<file path="config.mk">
export PLATFORM = sky130hd
export DESIGN_NAME = pllseq_top
export DESIGN_NICKNAME = d
export VERILOG_FILES = /design/src/rtl/pllseq_pkg.sv /design/src/rtl/pllseq_ustick.sv /design/src/rtl/pllseq_fsm.sv /design/src/rtl/pllseq_top.sv
export SDC_FILE = /design/constraint.sdc
export NUM_CORES = 1
export LEC_CHECK = 0
export ABC_AREA = 0
export BUFFER_PORTS_ARGS = -buffer_cell sky130_fd_sc_hd__buf_4
export CORE_AREA = 2 2 127 129
export DETAILED_ROUTE_END_ITERATION = 12
export DIE_AREA = 0 0 129 131
export GPL_TIMING_DRIVEN = 0
export HOLD_SLACK_MARGIN = 0.08
export PLACE_DENSITY = 0.87
export SLEW_MARGIN = 20
export SYNTH_ARGS = -nofsm -noshare
export SYNTH_HDL_FRONTEND = slang
export SYNTH_HIERARCHICAL = 1
export SYNTH_SLANG_ARGS = --single-unit
</file>
<file path="constraint.sdc">
create_clock -name clk -period 2.8 [get_ports clk]
set_input_delay 0.28 -clock clk [delete_from_list [all_inputs] [get_ports clk]]
set_output_delay 0.28 -clock clk [all_outputs]
set_load 0.05 [all_outputs]
</file>
<file path="src/rtl/pllseq_pkg.sv">
package pllseq_pkg;
   localparam logic [7:0] A_CTRL = 8'h00;
   localparam logic [7:0] A_CMD  = 8'h04;
   localparam logic [7:0] A_NUM  = 8'h40;
   localparam logic [7:0] A_DEN  = 8'h50;
   localparam logic [7:0] A_DIV  = 8'h60;
   localparam logic [7:0] A_STAT = 8'hF0;

   localparam int unsigned MFI_W  = 9;
   localparam int unsigned RDIV_W = 3;
   localparam int unsigned ODIV_W = 8;
   localparam int unsigned FRAC_W = 30;

   typedef struct packed {
      logic hwsel;
      logic bypass;
      logic outen;
      logic pwrup;
   } ctrl_t;

   typedef enum logic [3:0] {
      S_IDLE, S_HWOFF, S_OUTOFF, S_PWROFF, S_BYPOFF, S_LOAD, S_SETTLE,
      S_PWRON, S_LOCK, S_OUTON, S_PBYP, S_PPWR, S_POUT, S_PBYPCLR
   } seq_state_e;
endpackage

</file>
<file path="src/rtl/pllseq_ustick.sv">
module pllseq_ustick #(
   parameter int unsigned CLK_MHZ = 125
) (
   input  logic clk,
   input  logic rst_n,
   input  logic clr,
   output logic tick
);
   generate
      if (CLK_MHZ < 1) begin : g_bad
         $error("pllseq_ustick: CLK_MHZ must be at least 1");
      end
      if (CLK_MHZ == 1) begin : g_direct
         assign tick = !clr;
      end else begin : g_count
         localparam int unsigned PW = $clog2(CLK_MHZ);
         logic [PW-1:0] pre_q;
         wire           wrap = (pre_q == PW'(CLK_MHZ - 1));
         always_ff @(posedge clk or negedge rst_n) begin
            if (!rst_n)            pre_q <= '0;
            else if (clr || wrap)  pre_q <= '0;
            else                   pre_q <= pre_q + 1'b1;
         end
         assign tick = wrap && !clr;
      end
   endgenerate
endmodule

</file>
<file path="src/rtl/pllseq_fsm.sv">
module pllseq_fsm
   import pllseq_pkg::*;
#(
   parameter int unsigned SETTLE_US  = 5,
   parameter int unsigned LOCK_TO_US = 200
) (
   input  logic  clk,
   input  logic  rst_n,
   input  logic  cmd_prep,
   input  logic  cmd_retune,
   input  logic  cmd_unprep,
   input  logic  pwr_now,
   input  logic  lock,
   input  logic  us_tick,
   output logic  us_clr,
   output ctrl_t set_m,
   output ctrl_t clr_m,
   output logic  load_div,
   output logic  busy,
   output logic  err_set,
   output logic  err_clr
);
   localparam int unsigned MAXUS = (SETTLE_US > LOCK_TO_US) ? SETTLE_US : LOCK_TO_US;
   localparam int unsigned CW    = $clog2(MAXUS + 1);

   generate
      if (SETTLE_US < 1 || LOCK_TO_US < 1) begin : g_bad
         $error("pllseq_fsm: delays must be at least one microsecond");
      end
   endgenerate

   seq_state_e state_q, state_d;
   logic       prep_mode_q, prep_mode_d;
   logic [CW-1:0] us_q;

   wire settle_done = us_tick && (us_q == CW'(SETTLE_US - 1));
   wire lock_expire = us_tick && (us_q == CW'(LOCK_TO_US - 1));

   always_comb begin
      state_d     = state_q;
      prep_mode_d = prep_mode_q;
      set_m       = '0;
      clr_m       = '0;
      load_div    = 1'b0;
      us_clr      = 1'b0;
      err_set     = 1'b0;
      err_clr     = 1'b0;
      unique case (state_q)
         S_IDLE: begin
            if (cmd_retune) begin
               state_d = S_HWOFF;  prep_mode_d = 1'b0; err_clr = 1'b1;
            end else if (cmd_prep) begin
               if (!pwr_now) begin
                  state_d = S_PBYP; prep_mode_d = 1'b1; err_clr = 1'b1;
               end
            end else if (cmd_unprep) begin
               clr_m.pwrup = 1'b1;
            end
         end
         S_HWOFF:  begin clr_m.hwsel  = 1'b1; state_d = S_OUTOFF; end
         S_OUTOFF: begin clr_m.outen  = 1'b1; state_d = S_PWROFF; end
         S_PWROFF: begin clr_m.pwrup  = 1'b1; state_d = S_BYPOFF; end
         S_BYPOFF: begin clr_m.bypass = 1'b1; state_d = S_LOAD;   end
         S_LOAD:   begin load_div = 1'b1; us_clr = 1'b1; state_d = S_SETTLE; end
         S_SETTLE: if (settle_done) state_d = S_PWRON;
         S_PWRON:  begin set_m.pwrup = 1'b1; us_clr = 1'b1; state_d = S_LOCK; end
         S_LOCK: begin
            if (lock)             state_d = prep_mode_q ? S_PBYPCLR : S_OUTON;
            else if (lock_expire) begin err_set = 1'b1; state_d = S_IDLE; end
         end
         S_OUTON:   begin set_m.outen  = 1'b1; state_d = S_IDLE; end
         S_PBYP:    begin set_m.bypass = 1'b1; state_d = S_PPWR; end
         S_PPWR:    begin set_m.pwrup  = 1'b1; state_d = S_POUT; end
         S_POUT:    begin set_m.outen  = 1'b1; us_clr = 1'b1; state_d = S_LOCK; end
         S_PBYPCLR: begin clr_m.bypass = 1'b1; state_d = S_IDLE; end
         default:   state_d = S_IDLE;
      endcase
   end

   always_ff @(posedge clk or negedge rst_n) begin
      if (!rst_n) begin
         state_q     <= S_IDLE;
         prep_mode_q <= 1'b0;
         us_q        <= '0;
      end else begin
         state_q     <= state_d;
         prep_mode_q <= prep_mode_d;
         if (us_clr)       us_q <= '0;
         else if (us_tick) us_q <= us_q + 1'b1;
      end
   end

   assign busy = (state_q != S_IDLE);
endmodule

</file>
<file path="src/rtl/pllseq_top.sv">
module pllseq_top
   import pllseq_pkg::*;
#(
   parameter int unsigned CLK_MHZ    = 125,
   parameter int unsigned SETTLE_US  = 5,
   parameter int unsigned LOCK_TO_US = 200,
   parameter bit          FRAC_MODE  = 1'b1
) (
   input  logic        clk,
   input  logic        rst_n,
   input  logic [7:0]  bus_addr,
   input  logic        bus_wen,
   input  logic [31:0] bus_wdata,
   output logic [31:0] bus_rdata,
   input  logic        pll_lock,
   output logic        pll_pwrup,
   output logic        pll_outen,
   output logic        pll_bypass,
   output logic        pll_hwsel,
   output logic [8:0]  pll_mfi,
   output logic [2:0]  pll_rdiv,
   output logic [7:0]  pll_odiv,
   output logic [29:0] pll_mfn,
   output logic [29:0] pll_mfd
);
   ctrl_t             ctrl_q, set_m, clr_m;
   logic [MFI_W-1:0]  st_mfi, act_mfi;
   logic [RDIV_W-1:0] st_rdiv, act_rdiv;
   logic [ODIV_W-1:0] st_odiv, act_odiv;
   logic [FRAC_W-1:0] st_mfn, st_mfd;
   logic              err_q, seq_busy, us_clr, us_tick, load_div, err_set, err_clr;

   wire wr_ctrl = bus_wen && bus_addr == A_CTRL && !seq_busy;
   wire wr_div  = bus_wen && bus_addr == A_DIV  && !seq_busy;
   wire wr_num  = bus_wen && bus_addr == A_NUM;
   wire wr_den  = bus_wen && bus_addr == A_DEN;
   wire wr_cmd  = bus_wen && bus_addr == A_CMD;

   pllseq_ustick #(.CLK_MHZ(CLK_MHZ)) u_tick (
      .clk(clk), .rst_n(rst_n), .clr(us_clr), .tick(us_tick));

   pllseq_fsm #(.SETTLE_US(SETTLE_US), .LOCK_TO_US(LOCK_TO_US)) u_fsm (
      .clk(clk), .rst_n(rst_n),
      .cmd_prep(wr_cmd && bus_wdata[0]), .cmd_retune(wr_cmd && bus_wdata[1]),
      .cmd_unprep(wr_cmd && bus_wdata[2]), .pwr_now(ctrl_q.pwrup),
      .lock(pll_lock), .us_tick(us_tick), .us_clr(us_clr),
      .set_m(set_m), .clr_m(clr_m), .load_div(load_div), .busy(seq_busy),
      .err_set(err_set), .err_clr(err_clr));

   always_ff @(posedge clk or negedge rst_n) begin
      if (!rst_n) begin
         ctrl_q  <= '0;
         err_q   <= 1'b0;
         st_mfi  <= '0; st_rdiv <= '0; st_odiv <= '0;
         st_mfn  <= '0; st_mfd  <= '0;
         act_mfi <= '0; act_rdiv <= '0; act_odiv <= '0;
      end else begin
         if (wr_ctrl)
            ctrl_q <= ctrl_t'{hwsel: bus_wdata[16], bypass: bus_wdata[2],
                              outen: bus_wdata[1], pwrup: bus_wdata[0]};
         else
            ctrl_q <= ctrl_t'((ctrl_q & ~clr_m) | set_m);
         if (err_set)      err_q <= 1'b1;
         else if (err_clr) err_q <= 1'b0;
         if (wr_div) begin
            st_mfi  <= bus_wdata[24:16];
            st_rdiv <= bus_wdata[15:13];
            st_odiv <= bus_wdata[7:0];
         end
         if (wr_num) st_mfn <= bus_wdata[31:2];
         if (wr_den) st_mfd <= bus_wdata[29:0];
         if (load_div) begin
            act_mfi  <= st_mfi;
            act_rdiv <= st_rdiv;
            act_odiv <= st_odiv;
         end
      end
   end

   generate
      if (FRAC_MODE) begin : g_frac
         logic [FRAC_W-1:0] act_mfn, act_mfd;
         always_ff @(posedge clk or negedge rst_n) begin
            if (!rst_n) begin
               act_mfn <= '0;
               act_mfd <= '0;
            end else if (load_div) begin
               act_mfn <= st_mfn;
               act_mfd <= st_mfd;
            end
         end
         assign pll_mfn = act_mfn;
         assign pll_mfd = act_mfd;
      end else begin : g_int
         assign pll_mfn = '0;
         assign pll_mfd = '0;
      end
   endgenerate

   always_comb begin
      case (bus_addr)
         A_CTRL:  bus_rdata = {15'b0, ctrl_q.hwsel, 13'b0, ctrl_q.bypass,
                               ctrl_q.outen, ctrl_q.pwrup};
         A_NUM:   bus_rdata = {st_mfn, 2'b0};
         A_DEN:   bus_rdata = {2'b0, st_mfd};
         A_DIV:   bus_rdata = {7'b0, st_mfi, st_rdiv, 5'b0, st_odiv};
         A_STAT:  bus_rdata = {29'b0, err_q, seq_busy, pll_lock};
         default: bus_rdata = '0;
      endcase
   end

   assign pll_pwrup  = ctrl_q.pwrup;
   assign pll_outen  = ctrl_q.outen;
   assign pll_bypass = ctrl_q.bypass;
   assign pll_hwsel  = ctrl_q.hwsel;
   assign pll_mfi    = act_mfi;
   assign pll_rdiv   = act_rdiv;
   assign pll_odiv   = act_odiv;
endmodule

</file>
; ---- Word-level counts from Yosys, hierarchy flattened
; Cells that the tools add are included.
[totals]
register_bits = 185
latchBits = 0
ramBits = 0
rom_bits = 0
input_bits = 44
out_inout_bits = 116
elab_cells = 116
memories = 0
[classes]
add_sub_neg = 2
n_mul = 0
div_mod_pow = 0
magnitude_cmp = 0
n_eq_ne = 26
shifts = 0
muxes = 37
bitwise_logic = 3
n_reduce_logical = 29
[op_table]
columns = op, count
row1 = one-hot mux 32 bit (5 select lines), 1
row2 = one-hot mux 4 bit (11 select lines), 1
row3 = two-way mux 4 bit, 7
row4 = "equality test 4 bit, second input constant", 6
row5 = "equality test 8 x 7 -> 1 bit, second input constant", 3
row6 = two-way mux 1 bit, 23
row7 = "equality test 4 x 3 -> 1 bit, second input constant", 4
row8 = "equality test 8 x 3 -> 1 bit, second input constant", 2
row9 = "equality test 8 bit, second input constant", 2
row10 = two-way mux 8 bit, 2
row11 = logical AND 1 bit, 13
row12 = "adder 8 x 1 -> 8 bit, second input constant", 1
row13 = "equality test 4 x 2 -> 1 bit, second input constant", 2
row14 = logical NOT 8 bit, 1
row15 = OR reduction 2 bit, 4
row16 = "adder 7 x 1 -> 7 bit, second input constant", 1
row17 = "equality test 7 bit, second input constant", 1
row18 = two-way mux 7 bit, 1
row19 = "inequality test 3 x 2 -> 1 bit, second input constant", 2
row20 = nonzero test 2 bit, 3
row21 = AND 4 bit, 1
row22 = "equality test 4 x 1 -> 1 bit, second input constant", 1
row23 = logical NOT 4 bit, 1
row24 = "inequality test 2 x 1 -> 1 bit, second input constant", 2
row25 = 11 further kinds, 12

; ---- Longest topological paths before layout
; Gate-level depths: netlist of the first run.
[logic_depth]
word_depth = 11
mapped_depth = 10
depth_no_buf = 9

; ---- Cells and area by module
; The synthesis of the first run kept the hierarchy.
[by_module_without_submodules]
columns = module, instances, cells_per_inst, area_each_um2, seq_area_each_um2
row1 = pllseq_top, 1, 494, 7101.8, 4129.0
row2 = pllseq_fsm, 1, 105, 909.6, 325.3
row3 = pllseq_ustick, 1, 36, 349.1, 175.2

; ---- Worst setup path after synthesis of the first run
; Ideal clock, no wire load.
[synth_timing]
path_type = input -> output
start = input bus_addr[1]
end = output bus_rdata[30]
arrival_time_ns = 2.482
t_required_ns = 2.520
path_slack_ns = 0.038
path_stages = 5
path_buffers = 1
cell_sequence = or4_1 buf_6 nor3b_4 nand2_1 nor3b_1
[synth_via]
elab_chain_len = 2
elab_cells_between_ends = 6
classes_between = 4 x eq/ne / 1 x mux / 1 x reduce/logical
[synth_lines]
columns = element, line
row1 = from (decl), pllseq_top.sv:11  ; input logic [7:0] bus_addr,
row2 = "equality test 8 bit, or another cell as far along", pllseq_top.sv:101  ; case (bus_addr)
row3 = one-hot mux 32 bit (5 select lines) *, pllseq_top.sv:101
row4 = to (decl), pllseq_top.sv:14  ; output logic [31:0] bus_rdata,
; Every way passes the cells marked *; elsewhere a longest branch is shown, timed or not.

; ---- Worst setup path in the final report of the first run
[layout_timing]
start = input bus_addr[1]
end = output bus_rdata[8]
; Same word-level chain as after synthesis.

==> reports/qor.csv, run 1 <==
stage,metric,value,unit
power_and_ir_drop,switchingPower,2.819,mW
clock_tree,clock_path_buffers,2,
place,io_buffers,158,
clock_tree,post-cts-setup-buffer-count,0,
yosys,syn-cell-area,8361,sq um
sta,rsz0062_at_grt,false,
setup_path,path_class,input port to output pin,
clock_tree,cts_made_buffers,17,
sta,slew_viol_final,0,
setup_path,end_kind,output pin,
routing,first_iter_violations,371,
final_layout,utilization,0.6750,
power_and_ir_drop,ir_worst_vdd,0.0004744,V
die,initial_utilization,0.5360,
global_route,grt.total_usage,0.2549,
yosys,synth_compound_gate_area_share,0.04265,
final_layout,drive_above_1_share,0.4646,
run,maxCapViolCount,0,
clock_tree,clk-insertion-delay-late,0.44,ns
worst_hold_path,min_from,bus_wdata[25],
yosys,netlist-cell-type-count,57,
yosys,yosysWarningCount,6,
yosys,muxShareOfSynthArea,0.2703,
place,placed_cells,1011,
sta,finalHoldViolCount,0,
final_layout,n_antenna_cell,0,
routing,totalWireLength,20770,microns
setup_path,cp.required,2.52,ns
yosys,synth-edff-count,0,
sta,setup_violations,0,
yosys,synth-seq-area-share,0.5537,
power_and_ir_drop,leakage,5.401,nW
sta,fmax,378.0,MHz
global_route,grt_pass1_vias,5924,
yosys,syn-num-nets,683,
yosys,synth_top_cell_by_area,dfrtp_1,
yosys,synth_fa_ha_area_frac,0.005986,
die,pin_count,160,
yosys,synth.area.top_cells,"dfrtp_1, mux2_2, mux2_4",
setup_path,crit_path_max_fanout,10,
routing,ant_nets,0,
setup_path,cp.arrival,2.37,ns
clock_tree,cts_sinks,185,
place,place_hpwl,14410,microns
power_and_ir_drop,powerDensity,754.6,nW/um^2
yosys,avgSynthCellArea,13.17,sq um
die,fp.dieH,131,microns
worst_hold_path,min_path_type,input port to flop,
die,num_rows,46,
clock_tree,clkTransAtPathRegs,0.07,ns
global_route,grt_pass1_wl,32400,microns
power_and_ir_drop,switching_share,0.3548,
sta,finClkSkew,0.009596,ns
yosys,synth_flop_cell,dfrtp_1,
routing,drc,0,
yosys,yosys.area_share.simple,0.08635,
routing,routedWlPerCell,19.80,microns
final_layout,area_growth,25.93,%
routing,dr_total_vias,5734,
sta,maxSlewHeadroom,0.3721,
die,die_area,16900,sq um
power_and_ir_drop,p_seq_frac,0.415,
sta,period_minus_slack,2.645,ns
routing,vias_per_cell,5.466,
global_route,grt_max_degree,76,
power_and_ir_drop,clockPowerShare,0.288,
setup_path,startpoint_type,input port,
setup_path,r2r-start,u_fsm/state_q[1],
setup_path,startpoint,bus_addr[1],
yosys,synth.top_cell.area_share,0.5537,
yosys,syn-instance-count,635,
sta,finalCritPeriodShare,0.9447,
power_and_ir_drop,pwr-share-comb,0.297,
place,gp_congestion,0.8766,
die,core_region_area,15600,sq um
clock_tree,root_buffer,clkbuf_16,
global_route,grt-ovfl-total,0,
yosys,ys_ff_latch,185,
clock_tree,cts_tree,yes,
sta,worst_pin_slew,0.9418,ns
clock_tree,htree_levels,4,
yosys,synth_xor_area_frac,0.008381,
yosys,synthTopCellsByCount,"dfrtp_1, mux2_2, nor2_1, mux2i_1, mux2_4",
yosys,yosysMostFrequentCell,dfrtp_1,
sta,whs,0.08740,ns
final_layout,fin_nets,869,
outcome,outcome,"complete, no violations",
final_layout,final_cell_count_no_fill,1049,
power_and_ir_drop,intPower,5.127,mW
yosys,synth_top_family_by_area,multiplexers,
global_route,antenna_found_initial,0,
routing,firstDrtPassIters,4,
die,die_x,129,microns
yosys,ys_async_sr_fraction,1.000,
[per-layer routing]
metal  track usage  up-vias  wire length [microns]
met5             0        -                      0
met1        0.3333     2911                   9031
met2        0.4230      181                  10130
met4       0.08312        0                    370
li1              -     2606                      -
met3       0.06189       36                   1233
[cell families after synthesis]
family | after synthesis
compound gates | 55
xor+xnor | 8
fa+ha+maj | 4
buf+inv | 52
flops | 185
mux | 194
other cells | 1
simple gates | 136
[power by group through the flow]
| stage | sequential (mW) | combinational [mW] | clock [mW] |
|---|---|---|---|
| 2_1_floorplan | 4.04 | 0.860 | 0 |
| 3_3_place_gp | 3.32 | 2.30 | 0 |
| 3_5_place_dp | 3.33 | 2.35 | 0 |
| 4_1_cts | 3.29 | 2.37 | 2.32 |
| 5_1_grt | 3.34 | 2.52 | 2.43 |
| 6_report | 3.29 | 2.36 | 2.29 |
[metrics by stage]
stage          setup WS (ns)  setup TNS (ns)  instance area (sq um)  total power [mW]
4_1_cts              0.01679               0                  10510             7.978
2_1_floorplan        0.03819               0                   8361             4.899
5_1_grt              0.05176               0                  10530             8.291
6_report              0.1548               0                  10530             7.945
3_5_place_dp         -0.1307          -1.351                   9879             5.687
3_3_place_gp         -0.1699          -1.607                   9817             5.617
[final timing paths]
kind                            slack, ns      endpoint  cells after the start
max in group asynchronous            1.80    st_mfn[10]                      3
worst max-delay path                 0.15  bus_rdata[8]                      8
worst max register to register       0.26   pll_mfd[22]                      6
worst min register to register       0.51   pll_rdiv[2]                      1
worst min-delay path                 0.09    st_mfn[23]                      2
min in group asynchronous            0.33    st_mfn[29]                      2
[layout make-up]
| type | instances | area (sq um) |
|---|---|---|
| sequential | 185 | 4629 |
| tap | 216 | 270.3 |
| fill | 1127 | 5069 |
| timing repair buffer | 168 | 1329 |
| inverter | 17 | 63.81 |
| clock buffer | 19 | 442.9 |
| clock inverter | 12 | 117.6 |
| buffer | 34 | 214.0 |
| multi-input combinational | 398 | 3462 |
[cell usage in the layout, fill, tap and decap left out, types with 4 or more instances in the layout]
master,synthesis,final
clkbuf_2,0,5
mux2_4,31,31
nand3_1,8,8
ha_1,4,4
inv_1,17,17
mux2_2,130,130
buf_6,7,7
clkbuf_1,15,10
nor2b_1,6,6
nor3b_1,5,5
nand2b_1,4,4
mux2i_1,33,33
nand2_1,11,11
clkbuf_16,0,17
dfrtp_1,185,185
nor4_1,4,4
a21oi_1,28,28
buf_4,3,160
nor2_1,63,63
dlygate4sd3_1,0,8
xor2_1,5,5
nor3_1,8,8
a22oi_1,4,4
nand4_1,4,4
buf_2,8,8
[timing repair]
item | CTS | global route
pin swaps | 0 | 0
endpoints found under the setup margin | 18 | 30
hold buffers | 6 | 2
endpoints found under the hold margin | 49 | 2
gates resized for setup | 3 | 8
[worst max-delay path, stage by stage]
cell	delay, ns
buf_4	0.12
or4_1	0.53
buf_6	0.16
nor3b_4	0.25
nand2_1	0.18
clkbuf_2	0.33
nor2_1	0.27
buf_4	0.24
[flip-flops by register name, indices dropped and copies added, names as in the netlist, 4 cells and up]
register	cells
u_tick/g_count.pre_q	7
pll_mfn	30
st_mfd	30
pll_odiv	8
u_fsm/us_q	8
pll_mfi	9
st_odiv	8
pll_mfd	30
st_mfn	30
u_fsm/state_q	4
st_mfi	9
Power figures use the tool's default switching activity.
==> run 2: changes to the inputs <==
Settings changed: ABC_AREA 0 to 1, BUFFER_PORTS_ARGS -buffer_cell sky130_fd_sc_hd__buf_4 to -buffer_cell sky130_fd_sc_hd__buf_2, CORE_AREA 2 2 127 129 to 2 2 126 128, DIE_AREA 0 0 129 131 to 0 0 128 130, PLACE_DENSITY 0.87 to 0.88.
==> reports/qor.csv, run 2 <==
stage,metric,value,unit
clock_tree,cts_sinks,185,
power_and_ir_drop,ir_worst_vdd,0.0005080,V
routing,ant_nets,0,
die,pin_count,160,
place,gp_congestion,0.9190,
global_route,grt.total_usage,0.2890,
clock_tree,clock_path_buffers,2,
final_layout,layout_common_cells,"nand2_1, dfrtp_1, buf_2",
place,io_buffers,159,
clock_tree,root_buffer,clkbuf_16,
power_and_ir_drop,switchingPower,1.306,mW
yosys,syn-instance-count,915,
global_route,grt_max_degree,70,
final_layout,drive_above_1_share,0.2749,
yosys,netlist-cell-type-count,33,
sta,worst_pin_slew,0.6970,ns
sta,setup_violations,0,
routing,drc,0,
power_and_ir_drop,pwr-share-comb,0.044,
yosys,avgSynthCellArea,9.063,sq um
die,core_region_area,15420,sq um
power_and_ir_drop,leakage,5.725,nW
sta,worst_slack,0.4811,ns
sta,whs,0.08241,ns
routing,dr_total_vias,7481,
outcome,outcome,"complete, no violations",
place,dpl_worst_slack,0.5414,ns
die,initial_utilization,0.5376,
yosys,syn-num-nets,963,
clock_tree,cts_resized,0,
routing,firstDrtPassIters,9,
clock_tree,clk-insertion-delay-late,0.44,ns
power_and_ir_drop,powerDensity,536.3,nW/um^2
yosys,synth_flop_cell,dfrtp_1,
global_route,grt-ovfl-total,0,
sta,slew_viol_final,0,
die,num_rows,46,
setup_path,cp.arrival,2.04,ns
yosys,synth_top_cell_by_area,dfrtp_1,
yosys,synth-edff-count,0,
final_layout,final_cell_count_no_fill,1319,
sta,finalHoldViolCount,0,
sta,period_minus_slack,2.319,ns
clock_tree,htree_levels,4,
setup_path,startpoint,bus_addr[7],
yosys,syn-cell-area,8293,sq um
sta,finalCritPeriodShare,0.8282,
setup_path,crit_path_max_fanout,10,
place,place_hpwl,15830,microns
global_route,grt_pass1_vias,7227,
final_layout,final_common_cell,nand2_1,
yosys,yosysMostFrequentCell,nand2_1,
routing,routedWlPerCell,18.17,microns
final_layout,fin_nets,1159,
power_and_ir_drop,p_seq_frac,0.506,
yosys,synth.area.top_cells,"dfrtp_1, nand2_1, mux2_2",
worst_hold_path,min_from,bus_wdata[18],
yosys,ys_ff_latch,185,
yosys,synth-seq-area-share,0.5582,
final_layout,final_cell_area,10150,sq um
clock_tree,cts_tree,yes,
power_and_ir_drop,clockPowerShare,0.451,
setup_path,end_kind,output pin,
place,placed_area,9394,sq um
sta,maxSlewHeadroom,0.5353,
yosys,ys_async_sr_fraction,1.000,
clock_tree,clkTransAtPathRegs,0.07,ns
run,maxCapViolCount,0,
setup_path,cp.required,2.52,ns
power_and_ir_drop,intPower,4.139,mW
final_layout,area_growth,22.42,%
die,die_area,16640,sq um
clock_tree,cts_made_buffers,17,
global_route,grt_pass1_wl,36690,microns
sta,rsz0062_at_grt,false,
setup_path,r2r-start,u_fsm/state_q[1],
power_and_ir_drop,switching_share,0.2398,
routing,first_iter_violations,784,
global_route,antenna_found_initial,2,
yosys,synthTopCellsByCount,"nand2_1, dfrtp_1, nor2_1, inv_1, o21ai_0",
yosys,yosysWarningCount,6,
yosys,synth.top_cell.area_share,0.5582,
sta,finClkSkew,0.01090,ns
sta,tns,0,ns
setup_path,path_class,input port to output pin,
setup_path,startpoint_type,input port,
routing,vias_per_cell,5.672,
place,placed_cells,1268,
die,fp.dieH,130,microns
die,die_x,128,microns
routing,totalWireLength,23970,microns
worst_hold_path,min_path_type,input port to flop,
sta,fmax,431.2,MHz
[run 2: kinds of logic after synthesis]
group           share of synthesized area
compound gates                    0.07634
xor+xnor                         0.004225
simple gates                       0.2130
flops                              0.5582
fa+ha+maj                        0.006035
other cells                     0.0004522
buf+inv                           0.06699
mux                               0.07468
[run 2: power by group through the flow]
stage / registers [mW] / clock network, mW / logic, mW
after floorplan: 2.79 / 0 / 0.0805
after global placement: 2.80 / 0 / 0.197
after detailed placement: 2.80 / 0 / 0.216
after CTS: 2.75 / 2.45 / 0.237
after global routing: 2.76 / 2.58 / 0.265
final: 2.75 / 2.45 / 0.238
[run 2: per-stage QoR]
stage          total power [mW]    util
5_1_grt                   5.599  0.6579
3_3_place_gp              2.996  0.6048
4_1_cts                   5.433  0.6577
2_1_floorplan             2.873       -
6_report                  5.445  0.6582
3_5_place_dp              3.018  0.6090
[run 2: worst paths after layout]
kind                            endpoint  slack [ns]  depth (start not counted)
max in group asynchronous  u_fsm/us_q[3]        1.46                          4
min                           st_mfd[18]        0.08                          3
min in group asynchronous     pll_mfi[1]        0.32                          2
max                         bus_rdata[4]        0.48                         10
max reg2reg                u_fsm/us_q[7]        0.57                         12
min reg2reg                   st_odiv[0]        0.49                          2
[run 2: metal layers]
layer,global-route usage,wire length (microns)
met5,0.008824,0
met4,0.1765,1206
met3,0.06929,2113
met2,0.4637,11420
met1,0.3574,9227
[run 2: critical path, stage by stage]
cell and delay [ns]:
buf_2 0.11, inv_1 0.05, nand2_1 0.10, nor2_2 0.29
nand2_2 0.17, inv_2 0.18, buf_2 0.31, nand2_1 0.10
nand3_1 0.16, buf_2 0.29
[run 2: final cells by class]
| class | count | area, sq um |
|---|---|---|
| multi-input combinational | 603 | 3108 |
| tap | 192 | 240.2 |
| sequential | 185 | 4629 |
| clock inverter | 14 | 161.4 |
| buffer | 42 | 236.5 |
| antenna | 3 | 7.507 |
| fill | 1137 | 5273 |
| inverter | 85 | 319.1 |
| clock buffer | 18 | 429.2 |
| timing repair buffer | 177 | 1021 |
[run 2: repair_timing]
item,4_1_cts,5_1_grt
hold buffers,16,0
setup endpoints to repair,0,0
endpoints found under the hold margin,69,0
setup buffers,0,0
